### src/rtl/bl_pwm_pkg.sv
package bl_pwm_pkg;
  // Register byte offsets
  localparam int OFS_ENABLE = 'h00;
  localparam int OFS_DIVIDE = 'h04;
  localparam int OFS_TIMING = 'h08;
  localparam int OFS_COMMIT = 'h0C;
  localparam int OFS_DEBUG  = 'h10;
  // Field positions
  localparam int DIV_LSB  = 16;
  localparam int HIGH_LSB = 16;
  localparam int PER_LSB  = 0;
  // Debug code that opens the bypass
  localparam logic [1:0] BYPASS_CODE = 2'b11;
endpackage

### src/rtl/bl_pwm_regs.sv
module bl_pwm_regs
  import bl_pwm_pkg::*;
#(
  parameter int AW    = 8,
  parameter int DW    = 32,
  parameter int DIV_W = 10,
  parameter int PER_W = 12,
  localparam int HI_W = PER_W + 1
) (
  input  logic             clk,
  input  logic             rst,
  input  logic             bus_valid,
  input  logic             bus_write,
  input  logic [AW-1:0]    bus_addr,
  input  logic [DW-1:0]    bus_wdata,
  output logic [DW-1:0]    bus_rdata,
  output logic             en_o,
  output logic             bypass_o,
  output logic             load_req,
  input  logic             load_ack,
  output logic [DIV_W-1:0] stg_div,
  output logic [PER_W-1:0] stg_per,
  output logic [HI_W-1:0]  stg_hi
);
  logic             en_q, cm_q, pend_q;
  logic [1:0]       dbg_q;
  logic [DIV_W-1:0] sh_div, st_div;
  logic [PER_W-1:0] sh_per, st_per;
  logic [HI_W-1:0]  sh_hi, st_hi;
  logic             wr, rd, commit_rise;
  logic [DW-1:0]    rd_val;

  assign wr = bus_valid & bus_write;
  assign rd = bus_valid & ~bus_write;
  assign commit_rise = wr && (bus_addr == AW'(OFS_COMMIT)) && bus_wdata[0] && !cm_q;

  always_ff @(posedge clk) begin
    if (rst) begin
      en_q   <= 1'b0;
      cm_q   <= 1'b0;
      dbg_q  <= '0;
      sh_div <= '0;
      sh_per <= '0;
      sh_hi  <= '0;
      st_div <= '0;
      st_per <= '0;
      st_hi  <= '0;
      pend_q <= 1'b0;
    end else begin
      if (wr) begin
        case (bus_addr)
          AW'(OFS_ENABLE): en_q  <= bus_wdata[0];
          AW'(OFS_DIVIDE): sh_div <= bus_wdata[DIV_LSB +: DIV_W];
          AW'(OFS_TIMING): begin
            sh_per <= bus_wdata[PER_LSB +: PER_W];
            sh_hi  <= bus_wdata[HIGH_LSB +: HI_W];
          end
          AW'(OFS_COMMIT): cm_q  <= bus_wdata[0];
          AW'(OFS_DEBUG):  dbg_q <= bus_wdata[1:0];
          default: ;
        endcase
      end
      if (commit_rise) begin
        st_div <= sh_div;
        st_per <= sh_per;
        st_hi  <= sh_hi;
        pend_q <= 1'b1;
      end else if (load_ack) begin
        pend_q <= 1'b0;
      end
    end
  end

  assign bypass_o = (dbg_q == BYPASS_CODE);
  assign en_o     = en_q;
  assign load_req = bypass_o | pend_q;
  assign stg_div  = bypass_o ? sh_div : st_div;
  assign stg_per  = bypass_o ? sh_per : st_per;
  assign stg_hi   = bypass_o ? sh_hi  : st_hi;

  always_comb begin
    rd_val = '0;
    case (bus_addr)
      AW'(OFS_ENABLE): rd_val[0] = en_q;
      AW'(OFS_DIVIDE): rd_val[DIV_LSB +: DIV_W] = sh_div;
      AW'(OFS_TIMING): begin
        rd_val[PER_LSB +: PER_W] = sh_per;
        rd_val[HIGH_LSB +: HI_W] = sh_hi;
      end
      AW'(OFS_COMMIT): rd_val[0] = cm_q;
      AW'(OFS_DEBUG):  rd_val[1:0] = dbg_q;
      default: ;
    endcase
  end

  always_ff @(posedge clk) begin
    if (rst)     bus_rdata <= '0;
    else if (rd) bus_rdata <= rd_val;
  end
endmodule

### src/rtl/bl_pwm_core.sv
module bl_pwm_core #(
  parameter int DIV_W = 10,
  parameter int PER_W = 12,
  localparam int HI_W = PER_W + 1
) (
  input  logic             clk,
  input  logic             rst,
  input  logic             en,
  input  logic             bypass,
  input  logic             load_req,
  input  logic [DIV_W-1:0] stg_div,
  input  logic [PER_W-1:0] stg_per,
  input  logic [HI_W-1:0]  stg_hi,
  output logic             load_ack,
  output logic [DIV_W-1:0] wk_div,
  output logic [PER_W-1:0] wk_per,
  output logic [HI_W-1:0]  wk_hi,
  output logic             cyc_end,
  output logic             pwm_o
);
  logic [DIV_W-1:0] pre_cnt;
  logic [PER_W-1:0] per_cnt;
  logic             tick, load;

  // >= keeps the counters bounded after a manual-mode shrink
  assign tick     = (pre_cnt >= wk_div);
  assign cyc_end  = tick && (per_cnt >= wk_per);
  assign load     = bypass || (load_req && (!en || cyc_end));
  assign load_ack = load;

  always_ff @(posedge clk) begin
    if (rst) begin
      wk_div  <= '0;
      wk_per  <= '0;
      wk_hi   <= '0;
      pre_cnt <= '0;
      per_cnt <= '0;
      pwm_o   <= 1'b0;
    end else begin
      if (load) begin
        wk_div <= stg_div;
        wk_per <= stg_per;
        wk_hi  <= stg_hi;
      end
      if (!en) begin
        pre_cnt <= '0;
        per_cnt <= '0;
        pwm_o   <= 1'b0;
      end else begin
        pre_cnt <= tick ? '0 : pre_cnt + 1'b1;
        if (tick) per_cnt <= (per_cnt >= wk_per) ? '0 : per_cnt + 1'b1;
        pwm_o <= ({1'b0, per_cnt} < wk_hi);
      end
    end
  end
endmodule

### src/rtl/bl_pwm_top.sv
module bl_pwm_top #(
  parameter int AW    = 8,
  parameter int DW    = 32,
  parameter int DIV_W = 10,
  parameter int PER_W = 12
) (
  input  logic          clk,
  input  logic          rst,
  input  logic          bus_valid,
  input  logic          bus_write,
  input  logic [AW-1:0] bus_addr,
  input  logic [DW-1:0] bus_wdata,
  output logic [DW-1:0] bus_rdata,
  output logic          pwm_out
);
  localparam int HI_W = PER_W + 1;

  logic             en_w, bypass_w, load_req_w, load_ack_w, cyc_end_w;
  logic [DIV_W-1:0] stg_div_w, wk_div_w;
  logic [PER_W-1:0] stg_per_w, wk_per_w;
  logic [HI_W-1:0]  stg_hi_w, wk_hi_w;

  bl_pwm_regs #(.AW(AW), .DW(DW), .DIV_W(DIV_W), .PER_W(PER_W)) u_regs (
    .clk(clk), .rst(rst),
    .bus_valid(bus_valid), .bus_write(bus_write),
    .bus_addr(bus_addr), .bus_wdata(bus_wdata), .bus_rdata(bus_rdata),
    .en_o(en_w), .bypass_o(bypass_w),
    .load_req(load_req_w), .load_ack(load_ack_w),
    .stg_div(stg_div_w), .stg_per(stg_per_w), .stg_hi(stg_hi_w)
  );

  bl_pwm_core #(.DIV_W(DIV_W), .PER_W(PER_W)) u_core (
    .clk(clk), .rst(rst),
    .en(en_w), .bypass(bypass_w), .load_req(load_req_w),
    .stg_div(stg_div_w), .stg_per(stg_per_w), .stg_hi(stg_hi_w),
    .load_ack(load_ack_w),
    .wk_div(wk_div_w), .wk_per(wk_per_w), .wk_hi(wk_hi_w),
    .cyc_end(cyc_end_w), .pwm_o(pwm_out)
  );
endmodule

### config.mk
export PLATFORM = sky130hd
export DESIGN_NAME = bl_pwm_top
export DESIGN_NICKNAME = d
export VERILOG_FILES = /design/src/rtl/bl_pwm_pkg.sv /design/src/rtl/bl_pwm_regs.sv /design/src/rtl/bl_pwm_core.sv /design/src/rtl/bl_pwm_top.sv
export SDC_FILE = /design/constraint.sdc
export NUM_CORES = 1
export LEC_CHECK = 0
export BUFFER_PORTS_ARGS = -buffer_cell sky130_fd_sc_hd__clkbuf_2
export CORE_ASPECT_RATIO = 0.5
export CORE_MARGIN = 4
export CORE_UTILIZATION = 58
export CTS_CLUSTER_DIAMETER = 40
export DETAILED_ROUTE_END_ITERATION = 7
export HOLD_SLACK_MARGIN = 0.1
export PLACE_DENSITY_LB_ADDON = 0.25
export SETUP_SLACK_MARGIN = 0.3
export SYNTH_ARGS = -nofsm -noshare
export SYNTH_HDL_FRONTEND = slang
export SYNTH_SLANG_ARGS = --single-unit
export TNS_END_PERCENT = 1
### constraint.sdc
create_clock -name clk -period 3.1 [get_ports clk]
set_input_delay 0.93 -clock clk [delete_from_list [all_inputs] [get_ports clk]]
set_output_delay 0.93 -clock clk [all_outputs]
set_load 0.02 [all_outputs]
==> run metrics <==
status=finished, final reports clean; EDFF count, synth=0; Overflow after GRT=0; Max Clock Skew=14.39 ps; fin util=68.64%; first-pass GRT wire length=27.15 mm; post-synthesis register bit count=158; worst vdd ir=0.3173 mV; GR Util met1=34.91%; slew margin rel.=55.54%; Slew Viols, Final=0; IO buf count=62; Leak Pwr=3.301 nW; fmax=0.3815 GHz; Cells after DPL=1,036; arrival time worst endpoint=2900 ps; commonest non-fill, non-tap cells in the layout=172 x nand2_1, 158 x dfxtp_1, 95 x a21oi_1; Max-Cap Viols=0; hold path cells=2; CTS tree=yes; WL per Instance=15.39 µm; Reg power frac=48.7%; Worst Hold Path EP=u_regs.st_div[7]; layout cells sized above 1=13.88%; largest net degree at the start of global routing=92; Post-Layout Inst Area=8104 µm²; M3 GR Usage=4.993%; CP Launch Type=flop; placed inst area=7470 µm²; most common cell after layout, fill and taps aside=nand2_1; root buf cell=clkbuf_16; Clk Latency, worst-skew pair=430 ps; crit path from=u_core.per_cnt[0]; Final ANT Viol Nets=0; Starting Density=59.24%; worst flop-to-flop path endpoint=u_core.wk_per[9]; Synth top area share=45.22%; Gate power share=3.0%; PwrDens=517.5 nW/µm²; TritonCTS Sinks=158; Iter 0 DRT Violations=430; internal power=3.148 mW; fin worst setup slack=478.5 ps; Cell variety after synth=41; nets=974; CP Max Fanout=10; die area=13,990 µm²; Post-Synthesis Cells=841; cts bufs inserted=17; worst reg2reg setup slack=480 ps; actual slew at the worst max-slew pin=664.5 ps; WHS=452.5 ps; setup_tns=0 ps; sw frac=24.94%; H-Tree Depth=4; asr flop ratio synth=0%; CTS clk-pin slew, worst paths=70 ps; initial antenna violation count=0; setup violators final=0; area growth from synthesis to layout=15.87%; PnR Total Power=4.194 mW; Rows=28; Ys Warns=0; post-synthesis sequential area ratio=45.22%; Final min period=2622 ps; io pins=77; RSZ-0062 raised after global routing=no; Crit. End Element=flop; power share of the clock group=48.3%; Avg Cell Area, Syn=8.317 µm²; final wirelength=16.52 mm; die height=85.65 µm; Synth area leader=dfxtp_1; Post-Layout Cell Count=1,073; reg2reg path depth=11; FILL cells=980; DRT Pass-1 Iters=7; DP HPWL=10.98 mm; Hold Crit Class=reg2reg; Top Usage Layer GRT=met2; Post-Syn Area=6994 µm²; WP data required=3380 ps; GRT Total Usage=24.13%; worst hold start=u_regs.st_div[7]; vias per cell=5.558; Ant. Diodes=0; Switch Pwr=1.046 mW; grt met2 use=36.32%; Hold Fails Final Rpt=0; Remaining DRCs=0; vias in the first global route=5,574; Worst Setup Path Type=reg2reg; # hold bufs at CTS=0; reg2reg start=u_core.per_cnt[0]; final worst-path cycle share=84.56%; ranking of synthesized cells by area=dfxtp_1 45%, nand2_1 9.3%, a21oi_1 6.8%; Die W=163.3 µm; Main synth FF type=dfxtp_1; GP Congestion=0.8468; Placeable Area=11,810 µm²; Setup WS pre-CTS=155.2 ps; CTS max path bufs=2; via count=5,964
## synthesized netlist by cell type (all sizes together), types with 18 or more instances
library cell    n
clkbuf         38
nand3          29
a211oi         39
nor3           18
inv            34
ha             35
nor2           81
buf            20
nand2         173
dfxtp         158
a21oi          95
mux2i          39
## power groups by stage
| stage | combinational, mW | clock, mW | sequential, mW |
|---|---|---|---|
| floorplan | 0.0692 | 0 | 2.10 |
| finish | 0.126 | 2.03 | 2.04 |
| detailed placement | 0.125 | 0 | 2.09 |
| CTS | 0.125 | 2.04 | 2.04 |
| global placement | 0.125 | 0 | 2.09 |
| global route | 0.137 | 2.14 | 2.04 |
## worst max-delay path by stage
stage                        to  slack [ps]  cells past startpoint
3_3_place_gp   u_regs.sh_per[6]         210                      8
2_1_floorplan  u_regs.sh_hi[10]         310                      9
4_1_cts        u_core.wk_div[4]         370                     11
5_1_grt        u_core.wk_per[9]         310                     11
6_report       u_core.wk_per[9]         480                     11
3_5_place_dp   u_regs.sh_per[2]         160                      8
## cell type report
type                       instances  area [µm²]  share of cell area [%]
multi-input combinational        597        3482                   42.97
sequential                       158        3163                   39.03
timing repair buffer              87       559.3                   6.901
clock buffer                      17       425.4                   5.249
tap                              165       206.4                   2.547
clock inverter                    15       140.1                   1.729
inverter                          34       127.6                   1.575
## registers in the layout, summed over array words and instances (netlist names), 2 cells and up
name              count
u_core.pre_cnt       10
u_core.wk_per        12
u_regs.sh_div        10
u_regs.sh_per        12
u_core.per_cnt       12
u_regs.st_div        10
u_regs.sh_hi         13
u_regs.st_per        12
u_regs.dbg_q          2
u_regs.bus_rdata     25
u_regs.st_hi         13
u_core.wk_div        10
u_core.wk_hi         13
## worst max-delay path, cell delays in order (launching register included)
cell and delay, ps:
dfxtp_1 420, inv_1 70, ha_1 280, nand2b_1 150, a31oi_1 160, o21ai_0 120
a221o_1 410, a31oi_4 190, buf_4 170, buf_12 150, mux2i_2 250, a211oi_2 110
## cell families (layout without fill, tap and decap cells)
group / after synthesis / in the layout / share of synthesized area [%]
mux: 39 / 39 / 5.581
simple gates: 333 / 333 / 20.30
compound gates: 165 / 165 / 14.42
flops: 158 / 158 / 45.22
fa+ha+maj: 35 / 35 / 6.261
xor+xnor: 18 / 18 / 2.254
buf+inv: 92 / 153 / 5.903
other cells: 1 / 7 / 0.05362
## routing by layer
metal  wire length (µm)  up-vias
met4                216        0
met3                936       19
met2               7051      204
met1               8312     2784
li1                   -     2957
met5                  0        -
## what timing repair did
action                                  4_1_cts  5_1_grt
endpoints found under the hold margin         0        0
buffers inserted                              0        4
gates resized for setup                       0        4
endpoints found under the setup margin        0       28
(Power assumes the default switching activity.)
